`config.mk`:
```
export PLATFORM = sky130hd
export DESIGN_NAME = sram_lane_ctrl
export DESIGN_NICKNAME = d
export VERILOG_FILES = /design/src/rtl/sram_ctrl_pkg.sv /design/src/rtl/sram_acc_timer.sv /design/src/rtl/sram_lane_mask.sv /design/src/rtl/sram_lane_ctrl.sv
export SDC_FILE = /design/constraint.sdc
export NUM_CORES = 1
export LEC_CHECK = 0
export ABC_CLOCK_PERIOD_IN_PS = 2700
export BUFFER_PORTS_ARGS = -buffer_cell sky130_fd_sc_hd__buf_2
export CAP_MARGIN = 20
export CORE_ASPECT_RATIO = 1.5
export CORE_MARGIN = 4
export CORE_UTILIZATION = 49
export CTS_CLUSTER_DIAMETER = 50
export CTS_CLUSTER_SIZE = 14
export DETAILED_ROUTE_END_ITERATION = 8
export PLACE_DENSITY = 0.94
export SETUP_SLACK_MARGIN = 0.5
export SLEW_MARGIN = 20
export SYNTH_ARGS = -nofsm -noshare
export SYNTH_HDL_FRONTEND = slang
export SYNTH_SLANG_ARGS = --single-unit
```
`constraint.sdc`:
```
create_clock -name clk_i -period 2.7 [get_ports clk_i]
set_input_delay 0.135 -clock clk_i [delete_from_list [all_inputs] [get_ports clk_i]]
set_output_delay 0.135 -clock clk_i [all_outputs]
set_load 0.01 [all_outputs]
```
`src/rtl/sram_ctrl_pkg.sv`:
```
package sram_ctrl_pkg;

  typedef enum logic [2:0] {
    ST_IDLE = 3'd0,
    ST_WSET = 3'd1,
    ST_WPUL = 3'd2,
    ST_WHLD = 3'd3,
    ST_RACC = 3'd4
  } sram_st_e;

  // access window in clocks: ceil(access/period) plus one margin clock
  function automatic int unsigned acc_cycles(input int unsigned access_ps,
                                             input int unsigned clk_ps);
    return (access_ps + clk_ps - 1) / clk_ps + 1;
  endfunction

endpackage

```
`src/rtl/sram_acc_timer.sv`:
```
module sram_acc_timer #(
  parameter int unsigned CYC = 3
) (
  input  logic clk_i,
  input  logic rst_ni,
  input  logic load_i,
  output logic done_o
);
  localparam int unsigned CW = $clog2(CYC + 1);

  logic [CW-1:0] cnt_q;

  always_ff @(posedge clk_i or negedge rst_ni) begin
    if (!rst_ni)              cnt_q <= '0;
    else if (load_i)          cnt_q <= CW'(CYC - 1);
    else if (cnt_q != '0)     cnt_q <= cnt_q - 1'b1;
  end

  assign done_o = (cnt_q == '0);
endmodule

```
`src/rtl/sram_lane_mask.sv`:
```
module sram_lane_mask #(
  parameter int unsigned LANES = 2
) (
  input  logic                 act_i,
  input  logic [LANES-1:0]     be_i,
  input  logic [LANES*8-1:0]   dq_i,
  output logic [LANES-1:0]     lane_n_o,
  output logic [LANES*8-1:0]   rd_o
);
  for (genvar g = 0; g < LANES; g++) begin : g_lane
    assign lane_n_o[g]     = ~(act_i & be_i[g]);
    assign rd_o[g*8 +: 8]  = be_i[g] ? dq_i[g*8 +: 8] : 8'h00;
  end
endmodule

```
`src/rtl/sram_lane_ctrl.sv`:
```
module sram_lane_ctrl
  import sram_ctrl_pkg::*;
#(
  parameter int unsigned AW        = 18,
  parameter int unsigned DW        = 16,
  parameter int unsigned CLK_PS    = 5000,
  parameter int unsigned ACCESS_PS = 10000
) (
  input  logic            clk_i,
  input  logic            rst_ni,
  input  logic            req_i,
  input  logic            we_i,
  input  logic [AW-1:0]   addr_i,
  input  logic [DW-1:0]   wdata_i,
  input  logic [1:0]      be_i,
  output logic            ready_o,
  output logic            rvalid_o,
  output logic [DW-1:0]   rdata_o,
  output logic            mem_ce_no,
  output logic            mem_we_no,
  output logic            mem_oe_no,
  output logic            mem_lb_no,
  output logic            mem_ub_no,
  output logic [AW-1:0]   mem_addr_o,
  output logic [DW-1:0]   mem_dq_o,
  output logic            mem_dq_oe_o,
  input  logic [DW-1:0]   mem_dq_i
);
  localparam int unsigned LANES   = DW / 8;
  localparam int unsigned ACC_CYC = acc_cycles(ACCESS_PS, CLK_PS);

  sram_st_e            st_q, st_d;
  logic [AW-1:0]       addr_q;
  logic [DW-1:0]       wdata_q;
  logic [LANES-1:0]    be_q;
  logic                rvalid_q;
  logic [DW-1:0]       rdata_q;
  logic                accept, empty, t_load, t_done;
  logic [LANES-1:0]    lane_n;
  logic [DW-1:0]       rd_masked;

  assign accept = req_i && (st_q == ST_IDLE);
  assign empty  = (be_i == '0);

  always_comb begin
    st_d = st_q;
    unique case (st_q)
      ST_IDLE: if (accept && !empty) st_d = we_i ? ST_WSET : ST_RACC;
      ST_WSET: st_d = ST_WPUL;
      ST_WPUL: if (t_done) st_d = ST_WHLD;
      ST_WHLD: st_d = ST_IDLE;
      ST_RACC: if (t_done) st_d = ST_IDLE;
      default: st_d = ST_IDLE;
    endcase
  end

  assign t_load = (st_q == ST_WSET) || (st_q == ST_IDLE && st_d == ST_RACC);

  sram_acc_timer #(.CYC(ACC_CYC)) u_timer (
    .clk_i  (clk_i),
    .rst_ni (rst_ni),
    .load_i (t_load),
    .done_o (t_done)
  );

  sram_lane_mask #(.LANES(LANES)) u_lanes (
    .act_i    (st_q != ST_IDLE),
    .be_i     (be_q),
    .dq_i     (mem_dq_i),
    .lane_n_o (lane_n),
    .rd_o     (rd_masked)
  );

  always_ff @(posedge clk_i or negedge rst_ni) begin
    if (!rst_ni) begin
      st_q     <= ST_IDLE;
      addr_q   <= '0;
      wdata_q  <= '0;
      be_q     <= '0;
      rvalid_q <= 1'b0;
      rdata_q  <= '0;
    end else begin
      st_q     <= st_d;
      rvalid_q <= 1'b0;
      if (accept) begin
        addr_q  <= addr_i;
        wdata_q <= wdata_i;
        be_q    <= be_i;
        if (!we_i && empty) begin
          rvalid_q <= 1'b1;
          rdata_q  <= '0;
        end
      end
      if (st_q == ST_RACC && t_done) begin
        rvalid_q <= 1'b1;
        rdata_q  <= rd_masked;
      end
    end
  end

  assign ready_o     = (st_q == ST_IDLE);
  assign rvalid_o    = rvalid_q;
  assign rdata_o     = rdata_q;
  assign mem_ce_no   = (st_q == ST_IDLE);
  assign mem_we_no   = (st_q != ST_WPUL);
  assign mem_oe_no   = (st_q != ST_RACC);
  assign mem_lb_no   = lane_n[0];
  assign mem_ub_no   = lane_n[LANES-1];
  assign mem_addr_o  = addr_q;
  assign mem_dq_o    = wdata_q;
  assign mem_dq_oe_o = (st_q == ST_WPUL) || (st_q == ST_WHLD);
endmodule

```
=== Yosys cells after proc, flatten, opt, wreduce, memory -nomap -nowiden ===
Index checks and enable logic that the tools add are counted.

* Add/sub/neg operators: 1
* Equality and inequality tests: 7
* Muxes and demuxes: 15
* Bitwise operators: 4
* Reduce and logical (&&, ||, !) cells: 18

{| class="wikitable"
|+ Operators with widths
! operator !! number
|-
| $mux 16 || 3
|-
| $mux 8 || 2
|-
| $mux 3 || 4
|-
| $pmux 3 s4 || 1
|-
| $reduce_bool 2->1 || 4
|-
| $eq 3x2->1 const B || 2
|-
| $eq 3x3->1 const B || 2
|-
| $logic_and 1x1->1 || 5
|-
| $logic_not 2->1 || 2
|-
| $mux 2 || 2
|-
| $eq 3x1->1 const B || 1
|-
| $logic_not 3->1 || 1
|-
| $mux 1 || 3
|-
| $ne 3x2->1 const B || 1
|-
| $ne 3x3->1 const B || 1
|-
| $reduce_bool 3->1 || 1
|-
| $and 1x1->1 || 2
|-
| $logic_not 1->1 || 2
|-
| $logic_or 1x1->1 || 2
|-
| $not 1->1 || 2
|-
| $reduce_and 2->1 || 1
|-
| $sub 2x1->2 const B || 1
|}

* Register bits: 58
* Bits of input ports: 56
* Output and inout bits: 58
* Logic and storage cells: 52

=== Logic depth before layout (Yosys ltp) ===
Gate-level depths: netlist (run 1).

* Depth after elaboration: 9
* Gate-level depth with buffers: 7
* Depth with buffers taken out: 5

=== By module ===
A second synthesis (run 1) with hierarchy kept.

* Cells, all modules: 204
* Area, all modules: 2469.9 um2

{| class="wikitable"
|+ Modules (own cells, without submodules)
! module !! instances !! cells each !! area each (um2) !! sequential area each (um2)
|-
| sram_lane_ctrl || 1 || 177 || 2267.2 || 1401.3
|-
| sram_lane_mask || 1 || 18 || 107.6 || 0.0
|-
| sram_acc_timer || 1 || 9 || 95.1 || 50.0
|}

=== Worst setup path before layout (run 1) ===
No wires, ideal clock.

* Kind: register -> register
* Start: register st_q[0]
* End: register addr_q[10] (netlist: mem_addr_o[10])
* Setup time: 0.117 ns
* Data arrival time: 1.359 ns
* Required time: 2.583 ns
* Path slack: 1.225 ns
* Stages on the path, launching flop included: 6
* Buffers on the path: 2
* Clock period less this slack: 1.475 ns
* Cells stage by stage: dfrtp_1 > or4b_1 > buf_6 > buf_4 > nand2_1 > nand2_1

* Cells in the longest elaborated chain, start to end: 2

{| class="wikitable"
|+ Ends and longest elaborated chain
! what !! line !! source
|-
| start: declaration || sram_lane_ctrl.sv:32 || <nowiki>sram_st_e st_q, st_d;</nowiki>
|-
| start signal: assignment || sram_lane_ctrl.sv:83 || <nowiki>st_q <= st_d;</nowiki>
|-
| $logic_not 3->1 || sram_lane_ctrl.sv:42 || <nowiki>assign accept = req_i && (st_q == ST_IDLE);</nowiki>
|-
| $logic_and 1x1->1 || sram_lane_ctrl.sv:42 ||
|-
| end signal: assignment || sram_lane_ctrl.sv:86 || <nowiki>addr_q <= addr_i;</nowiki>
|-
| end: declaration || sram_lane_ctrl.sv:33 || <nowiki>logic [AW-1:0] addr_q;</nowiki>
|}

No other way between the ends.
A chain may end at the register's enable or synchronous reset.

=== Worst setup path in the final report (run 1) ===
* Start: register st_q[0]
* End: register addr_q[16] (netlist: mem_addr_o[16])

The elaborated chain is that of the path after synthesis.

==> results of run 1 <==
[stage by stage]
stage | total power (uW) | hold WS, ns | worst slack [ns] | util | instance area, um^2
global placement | 3070 | 0.182 | 0.805 | 0.641 | 2960
CTS | 4110 | 0.000129 | 0.741 | 0.741 | 3420
global route | 4400 | 0.00466 | 0.623 | 0.741 | 3420
detailed placement | 3140 | 0.200 | 0.753 | 0.641 | 2960
finish | 4100 | 0.00103 | 0.748 | 0.741 | 3420
floorplan | 2520 | -0.161 | 1.22 | - | 2380
[cell usage in the layout, fill, tap and decap left out]
cell type	n
clkbuf_1	1
and3_1	1
buf_4	4
dlygate4sd3_1	23
o21bai_1	1
o22ai_1	18
nand2_1	146
or3_1	2
nor3_4	1
nor2_1	3
clkbuf_8	9
buf_2	113
inv_1	5
or4b_1	1
dfrtp_1	58
and2_1	1
nor4b_4	1
nor3_1	1
bufinv_16	3
nand4bb_1	1
nor2b_1	1
ha_1	1
nand2b_1	1
o21ai_0	2
xor2_1	1
clkinv_2	3
[report_power, final]
part           internal, uW  leakage (uW)  switching, uW  total, uW
clock network           608      0.000120            331        939
registers              1290      0.000737            293       1580
logic                   657       0.00107            920       1580
[how the worst min path moves through the flow]
stage | slack, ns | cells past startpoint | startpoint | endpoint
final | 0.001 | 3 | addr_i[12] | mem_addr_o[12]
after global routing | 0.005 | 3 | addr_i[6] | mem_addr_o[6]
after CTS | 0.0001 | 3 | addr_i[12] | mem_addr_o[12]
after detailed placement | 0.20 | 1 | rst_ni | mem_dq_o[5]
after global placement | 0.18 | 1 | rst_ni | mem_dq_o[5]
after floorplan | -0.16 | 0 | rst_ni | be_q[0]
[layout make-up]
| class | instances | area, um^2 | area share |
|---|---|---|---|
| flip-flops and latches | 58 | 1450 | 0.424 |
| well taps | 64 | 80.1 | 0.0234 |
| clock inverters | 6 | 105 | 0.0307 |
| clock buffers | 10 | 128 | 0.0373 |
| repair buffers | 140 | 826 | 0.241 |
| multi-input cells | 183 | 815 | 0.238 |
| inverters | 5 | 18.8 | 0.00548 |
[layer usage]
metal	wire [um]	global-route usage
met5	0	0
met2	3440	0.387
met4	241	0.138
met1	2260	0.246
met3	437	0.0445
[cell families after synthesis]
| kind of cell | Yosys count | synth area share |
|---|---|---|
| buffers and inverters | 22 | 0.0515 |
| adders and majority gates | 1 | 0.00526 |
| DFF | 58 | 0.610 |
| AOI/OAI and AO/OA | 21 | 0.0547 |
| xor gates and xnor gates | 1 | 0.00368 |
| and+or+nand+nor | 160 | 0.275 |
[sequential cells by signal (all words and copies together), names as in the netlist]
| signal | count |
|---|---|
| u_timer.cnt_q | 2 |
| rdata_o | 16 |
| st_q | 3 |
| rvalid_o | 1 |
| mem_dq_o | 16 |
| mem_addr_o | 18 |
| be_q | 2 |
[what timing repair did]
action                     4_1_cts  5_1_grt
hold buffers                    23        0
setup endpoints to repair        0        0
hold endpoints to repair        51        0
[critical path: stages, from the launching register on]
cell and delay [ns]:
dfrtp_1 0.46, or4b_1 0.89, buf_4 0.34, nand2_1 0.08, nand2_1 0.06
==> results.json, run 1 <==
{
  "place.gp.congestion": 0.773,
  "ant_nets": 0,
  "ir_worst_vdd_v": 0.000657,
  "synthArstFlopShare": 1.00,
  "cp-startpoint": "st_q[0]",
  "rrSetupSlack_ns": 0.75,
  "grt_usage": 0.223,
  "rr_startpoint": "st_q[0]",
  "syn_inst": 263,
  "fill_cells": 341,
  "r2r_cells": 4,
  "grt_pass1_vias": 2305,
  "synth.most_common_cell": "nand2_1",
  "grt_first_pass_wirelength_um": 10400,
  "numCtsBuffers": 9,
  "placed_cells": 427,
  "worst-path-max-fanout": 19,
  "grt_max_degree": 38,
  "synthTopCellsByArea": "dfrtp_1 61%, nand2_1 23%, o22ai_1 4.7%, buf_2 1.7%, buf_6 1.4%",
  "ctsResizeCount": 0,
  "core-area_mm2": 0.00462,
  "rows": 30,
  "path_class": "reg -> reg",
  "start_kind": "flip-flop",
  "max_slew_margin": 0.543,
  "nNetsFinal": 454,
  "yosysTopAreaCell": "dfrtp_1",
  "endpoint": "mem_addr_o[16]",
  "antenna_found_initial": 0,
  "area_growth_pct": 43.8,
  "syn-cell-area_mm2": 0.00238,
  "drc": 0,
  "cp.arrival_ns": 2.17,
  "hold_class": "in -> reg",
  "htree_levels": 3,
  "dpl.hpwl_um": 4260,
  "ys_types": 24,
  "min_period_ns": 1.95,
  "portBuffers": 113,
  "period_share": 0.723,
  "tightestPinTransition_ns": 0.686,
  "power.density_mw_per_mm2": 1200,
  "numClockSinks": 58,
  "layout-drive-gt1-share": 0.333,
  "tns_ns": 0,
  "status": "completed",
  "die_y_um": 93.4,
  "leakage_uw": 0.00193,
  "fin_skew_ns": 0.00710,
  "fmax_ghz": 0.512,
  "fin_cells": 466,
  "n_antenna_cell": 0,
  "hold_viol_final": 0,
  "setup_viol": 0,
  "die_area_mm2": 0.00606,
  "rsz0062_at_grt": "false",
  "clkTransAtPathRegs_ns": 0.07,
  "drtPass1Iterations": 4,
  "ys_top_cells_by_count": "146 x nand2_1, 58 x dfrtp_1, 18 x o22ai_1",
  "cts_buffer_depth": 2,
  "ioPinCount": 114,
  "syn_avg_cell_area_um2": 9.05,
  "synthesis.nets": 320,
  "cts_setup_buffers": 0,
  "maxCapViolations": 0,
  "viasPerCell": 4.84,
  "wl_um": 6380,
  "critPathRequiredTime_ns": 2.91,
  "cp-end-kind": "flip-flop",
  "synthFlopType": "dfrtp_1",
  "synth_edf_count": 0,
  "initial_core_util": 0.515,
  "synth_warnings": 0,
  "vias": 2254,
  "dr.first_iter.drc_count": 116,
  "yosys_register_bits": 58,
  "clk_latency_ns": 0.33,
  "worstReg2RegEnd": "mem_addr_o[16]",
  "overflow": 0,
  "cts-root-buf": "clkbuf_8",
  "cts_tree": "done",
  "wire_per_inst_um": 13.7,
  "synth_top_area_frac": 0.610,
  "ys_seq_area_frac": 0.610,
  "slew_violations": 0,
  "die_width_um": 64.9
}
(Power assumes the default switching activity.)
==> inputs of run 2 (changes only) <==
--- a/config.mk
+++ b/config.mk
@@ -5,16 +5,16 @@
 export SDC_FILE = /design/constraint.sdc
 export NUM_CORES = 1
 export LEC_CHECK = 0
-export ABC_CLOCK_PERIOD_IN_PS = 2700
+export ABC_CLOCK_PERIOD_IN_PS = 1600
 export BUFFER_PORTS_ARGS = -buffer_cell sky130_fd_sc_hd__buf_2
 export CAP_MARGIN = 20
 export CORE_ASPECT_RATIO = 1.5
 export CORE_MARGIN = 4
-export CORE_UTILIZATION = 49
+export CORE_UTILIZATION = 41
 export CTS_CLUSTER_DIAMETER = 50
 export CTS_CLUSTER_SIZE = 14
 export DETAILED_ROUTE_END_ITERATION = 8
-export PLACE_DENSITY = 0.94
+export PLACE_DENSITY = 0.85
 export SETUP_SLACK_MARGIN = 0.5
 export SLEW_MARGIN = 20
 export SYNTH_ARGS = -nofsm -noshare
==> constraint.sdc (replaced) <==
create_clock -name clk_i -period 1.6 [get_ports clk_i]
set_input_delay 0.08 -clock clk_i [delete_from_list [all_inputs] [get_ports clk_i]]
set_output_delay 0.08 -clock clk_i [all_outputs]
set_load 0.01 [all_outputs]
==> run 2 against run 1 <==
Design area rose by 24%. Utilization rose by 2.6 points. Critical path depth did not move. Clock skew rose by 0.0078 ns. Count of clock-buffer cells in the layout rose by 1. Setup slack got worse by 0.74 ns. Worst hold slack improved by 0.0097 ns. Cell count rose by 12%. Register-to-register slack got worse by 0.72 ns. Critical endpoint is now mem_ub_no. Largest power group is now combinational cells. Highest routed layer unchanged.
==> results.json, run 2 (synthesized netlist as in run 1, its figures left out) <==
{
  "tightestPinTransition_ns": 0.548,
  "viasPerCell": 4.75,
  "htree_levels": 3,
  "leakage_uw": 0.00226,
  "cp.arrival_ns": 1.51,
  "path_class": "reg -> out",
  "rsz0062_at_grt": "true",
  "numClockSinks": 58,
  "numCtsBuffers": 9,
  "fmax_ghz": 0.627,
  "start_kind": "flip-flop",
  "fin_skew_ns": 0.0149,
  "cts-root-buf": "clkbuf_8",
  "fin_area_mm2": 0.00425,
  "area_growth_pct": 78.4,
  "hold_class": "in -> reg",
  "period_share": 0.996,
  "placed_area_mm2": 0.00306,
  "critical_path.cell_chain": "buf_4 -> or3_4 -> nand2_1 -> buf_2",
  "portBuffers": 113,
  "dr.first_iter.drc_count": 172,
  "worst-path-max-fanout": 4,
  "overflow": 0,
  "max_slew_margin": 0.635,
  "holdWs_ns": 0.0107,
  "die_area_mm2": 0.00711,
  "ioPinCount": 114,
  "cp-end-kind": "output port",
  "die_y_um": 101,
  "finish.utilization": 0.767,
  "layout-drive-gt1-share": 0.418,
  "core-area_mm2": 0.00553,
  "max_stage_delay_ns": 0.42,
  "wire_per_inst_um": 15.2,
  "power.density_mw_per_mm2": 1930,
  "wl_um": 7930,
  "min_period_ns": 1.59,
  "initial_core_util": 0.430,
  "n_antenna_cell": 0,
  "grt_max_degree": 37,
  "crit_family": "simple AND/OR/NAND/NOR gates",
  "final_cell_mix": "131 x nand2_1, 108 x buf_2, 58 x dfrtp_1",
  "tns_ns": 0,
  "status": "completed",
  "antenna_found_initial": 0,
  "drc": 0,
  "slew_violations": 0,
  "final_common_cell": "nand2_1",
  "rows": 33,
  "maxCapViolations": 0,
  "grt_first_pass_wirelength_um": 11700,
  "hold_viol_final": 0,
  "critPathRequiredTime_ns": 1.52,
  "die_width_um": 70.2,
  "largest_reg_flops": 18,
  "cts_buffer_depth": 2,
  "dpl.hpwl_um": 4260,
  "cpMaxStageDelayCell": "dfrtp_1",
  "nNetsFinal": 504,
  "ant_nets": 0,
  "ir_worst_vdd_v": 0.00139,
  "setup_viol": 0,
  "place.gp.congestion": 0.808,
  "grt_usage": 0.214,
  "clkTransAtPathRegs_ns": 0.06,
  "cts_tree": "done",
  "grt_pass1_vias": 2501,
  "cp_num_buf_inv": 2,
  "drtPass1Iterations": 4,
  "clk_latency_ns": 0.34,
  "rrSetupSlack_ns": 0.03,
  "vias": 2480
}
==> run 2: cell count changes in the layout (fill, tap and decap cells not counted), moves of 2 or more <==
cell | before | now
buf_12 | 0 | 6
buf_16 | 0 | 2
buf_2 | 113 | 108
buf_4 | 4 | 9
buf_6 | 0 | 13
bufbuf_16 | 0 | 2
dlygate4sd3_1 | 23 | 49
inv_1 | 5 | 2
inv_2 | 0 | 2
nand2_1 | 146 | 131
nand2_2 | 0 | 14
o22ai_1 | 18 | 13
o22ai_2 | 0 | 3
o22ai_4 | 0 | 2
==> run 2: repair_timing <==
action                                 CTS  global route
setup buffers                            8             6
hold buffers                            49             0
pin swaps                                3            12
gates resized for setup                 17            36
endpoints found under the hold margin   70             0
setup endpoints to repair               64            65
gates cloned                             4             1
==> run 2: stage by stage <==
step | worst slack [ns] | total power [uW] | std cells
4_1_cts | 0.0663 | 7630 | 515
2_1_floorplan | 0.157 | 4330 | 263
6_report | 0.00599 | 8170 | 522
5_1_grt | -0.0346 | 8680 | 522
3_5_place_dp | 0.0545 | 5450 | 438
3_3_place_gp | 0.0859 | 5330 | 438
==> run 2: worst paths after layout <==
path,end,from,cells after the start
max,mem_ub_no,st_q[1],4
min,rdata_o[13],mem_dq_i[13],3
max reg2reg,mem_addr_o[9],st_q[1],5
min reg2reg,mem_addr_o[12],mem_addr_o[12],2
max in group asynchronous,mem_addr_o[13],rst_ni,3
min in group asynchronous,rdata_o[6],rst_ni,2
==> run 2: per-layer routing <==
layer / routed length [um] / up-vias / global-route usage / share of wire
met4: 306 / 0 / 0.124 / 0.039
met5: 0 / - / 0 / 0
met3: 447 / 26 / 0.0427 / 0.056
met1: 2850 / 1150 / 0.228 / 0.36
li1: - / 1203 / - / -
met2: 4320 / 101 / 0.390 / 0.55
==> run 2: power by group <==
group          internal (uW)  switching (uW)
clock network            914             573
logic                   2040            1990
registers               2180             482
==> run 2: area by class of cell <==
cell class / instances / area (um^2)
multi-input combinational: 183 / 956
inverter: 5 / 21.3
fill: 356 / 1290
sequential: 58 / 1450
timing repair buffer: 190 / 1510
tap: 70 / 87.6
clock buffer: 11 / 141
clock inverter: 5 / 77.6
==> run 2: worst register-to-register path, delay by kind of cell, from the launching register on <==
family	cells	cell delay (ns)
buf+inv	2	0.31
flops	1	0.42
simple gates	3	0.73
==> inputs of run 3 (changes only) <==
--- a/config.mk
+++ b/config.mk
@@ -10,11 +10,12 @@
 export CAP_MARGIN = 20
 export CORE_ASPECT_RATIO = 1.5
 export CORE_MARGIN = 4
-export CORE_UTILIZATION = 41
+export CORE_UTILIZATION = 40
+export CTS_BUF_LIST = sky130_fd_sc_hd__clkbuf_4 sky130_fd_sc_hd__clkbuf_8
 export CTS_CLUSTER_DIAMETER = 50
 export CTS_CLUSTER_SIZE = 14
 export DETAILED_ROUTE_END_ITERATION = 8
-export PLACE_DENSITY = 0.85
+export PLACE_DENSITY = 0.83
 export SETUP_SLACK_MARGIN = 0.5
 export SLEW_MARGIN = 20
 export SYNTH_ARGS = -nofsm -noshare
==> run 3 against run 2 <==
Wire length is 6.1% lower. Non-clock buffer count is 12 lower. Cell count is 2.3% lower. Global-route usage is 0.44 points lower. Sequential share of layout area is 2.7 points higher. Clock skew is 0.0090 ns lower. Largest cell class is now registers.
==> results.json, run 3 (synthesized netlist as in run 1, its figures left out) <==
{
  "status": "completed",
  "hp-start": "mem_dq_i[3]",
  "setup_viol": 0,
  "rrSetupSlack_ns": 0.07,
  "critical_path.cell_chain": "buf_4 -> or3_4 -> nand2_1 -> buf_2",
  "area_growth_pct": 65.2,
  "power.density_mw_per_mm2": 1920,
  "ir_worst_vdd_v": 0.00106,
  "fill_cells": 443,
  "maxCapViolations": 0,
  "multi_input_area_um2": 853,
  "worstHoldPathCells": 3,
  "die_area_mm2": 0.00727,
  "core-area_mm2": 0.00579,
  "dpl.hpwl_um": 4300,
  "largest_reg_flops": 18,
  "period_share": 0.973,
  "numClockSinks": 58,
  "max_slew_margin": 0.634,
  "ant_nets": 0,
  "htree_levels": 3,
  "finish.utilization": 0.679,
  "die_width_um": 71.0,
  "place.gp.congestion": 0.812,
  "holdWs_ns": 0.00897,
  "vias": 2420,
  "holdPathEnd": "rdata_o[3]",
  "cts_buffer_depth": 2,
  "cts_tree": "done",
  "start_kind": "flip-flop",
  "slew_violations": 0,
  "rsz0062_at_grt": "true",
  "grt_pass1_vias": 2451,
  "tns_ns": 0,
  "worst-path-max-fanout": 4,
  "portBuffers": 113,
  "clk_latency_ns": 0.33,
  "grt_usage": 0.209,
  "grt_first_pass_wirelength_um": 11700,
  "tightestPinTransition_ns": 0.549,
  "overflow": 0,
  "ioPinCount": 114,
  "min_period_ns": 1.56,
  "dr_wl_met2_um": 3960,
  "clkTransAtPathRegs_ns": 0.06,
  "drtPass1Iterations": 4,
  "fmax_ghz": 0.642,
  "cpMaxStageDelayCell": "dfrtp_1",
  "rr_startpoint": "st_q[2]",
  "max_stage_delay_ns": 0.40,
  "initial_core_util": 0.411,
  "path_class": "reg -> out",
  "wl_um": 7450,
  "rows": 34,
  "hold_viol_final": 0,
  "viasPerCell": 4.75,
  "wire_per_inst_um": 14.6,
  "fin_skew_ns": 0.00583,
  "final_cell_mix": "145 x nand2_1, 110 x buf_2, 58 x dfrtp_1",
  "hold_class": "in -> reg",
  "dr.first_iter.drc_count": 137,
  "worstReg2RegEnd": "u_timer.cnt_q[1]",
  "register_area_mm2": 0.00145,
  "wl_met3_um": 465,
  "cp-end-kind": "output port",
  "die_y_um": 102,
  "final_common_cell": "nand2_1",
  "numCtsBuffers": 9,
  "cp.arrival_ns": 1.48,
  "r2r_cells": 4,
  "antenna_found_initial": 0,
  "drc": 0,
  "n_antenna_cell": 0,
  "top_layer_used": "met4",
  "grt_max_degree": 37,
  "critPathRequiredTime_ns": 1.52,
  "layout-drive-gt1-share": 0.372,
  "nNetsFinal": 492,
  "cts-root-buf": "clkbuf_8",
  "drt-met1-wl_um": 2760,
  "leakage_uw": 0.00214
}
## run 3: cell types whose count changed in the layout (fill, tap and decap cells not counted), moves of 2 or more
cell           before  now
nand2_1           131  145
nand2_2            14    1
dlygate4sd3_1      49   41
o22ai_1            13   18
buf_6              13   10
o22ai_2             3    0
buf_2             108  110
bufbuf_16           2    0
o22ai_4             2    0
## run 3: worst max path at each step
| stage | end | start | depth (start not counted) | slack, ns |
|---|---|---|---|---|
| after floorplan | be_q[1] | st_q[2] | 5 | 0.16 |
| final | mem_lb_no | st_q[1] | 4 | 0.04 |
| after detailed placement | rdata_o[13] | st_q[1] | 5 | 0.07 |
| after CTS | mem_ub_no | st_q[2] | 4 | 0.07 |
| after global placement | u_timer.cnt_q[0] | st_q[1] | 4 | 0.10 |
| after global routing | mem_lb_no | st_q[1] | 4 | 0.002 |
## run 3: cell type report
type	instances	share of cell area
Clock buffer	10	0.0334
Clock inverter	4	0.0115
Inverter	5	0.00477
Multi-Input combinational cell	183	0.217
Sequential cell	58	0.369
Tap cell	72	0.0229
Timing Repair Buffer	178	0.341
## run 3: routing by layer
layer | up-vias | global-route usage
li1 | 1172 | -
met1 | 1135 | 0.233
met2 | 91 | 0.365
met3 | 22 | 0.0522
met4 | 0 | 0.117
met5 | - | 0
## run 3: repair_timing
item / CTS / global route
gates resized for setup: 11 / 8
hold endpoints to repair: 61 / 1
buffers inserted: 8 / 3
endpoints found under the setup margin: 64 / 65
hold buffers: 40 / 1
cloned: 3 / 1
pin swaps: 3 / 2
## run 3: where the power goes
group,switching [uW],internal [uW]
combinational,1880,1810
sequential,446,2180
clock,536,710
total,2860,4690
## run 3: critical path: cells and delay by family (launching register included)
family,cells,cell delay (ns)
buf+inv,2,0.29
flops,1,0.40
simple gates,2,0.46
## run 3: stage by stage
stage | total power [uW] | worst slack, ns | instances | cell area (um^2)
after floorplan | 4330 | 0.157 | 263 | 2430
after global placement | 5340 | 0.104 | 440 | 3060
after detailed placement | 5470 | 0.0737 | 440 | 3060
after CTS | 7360 | 0.0655 | 505 | 3850
after global routing | 8110 | 0.00171 | 510 | 3930
final | 7550 | 0.0429 | 510 | 3930
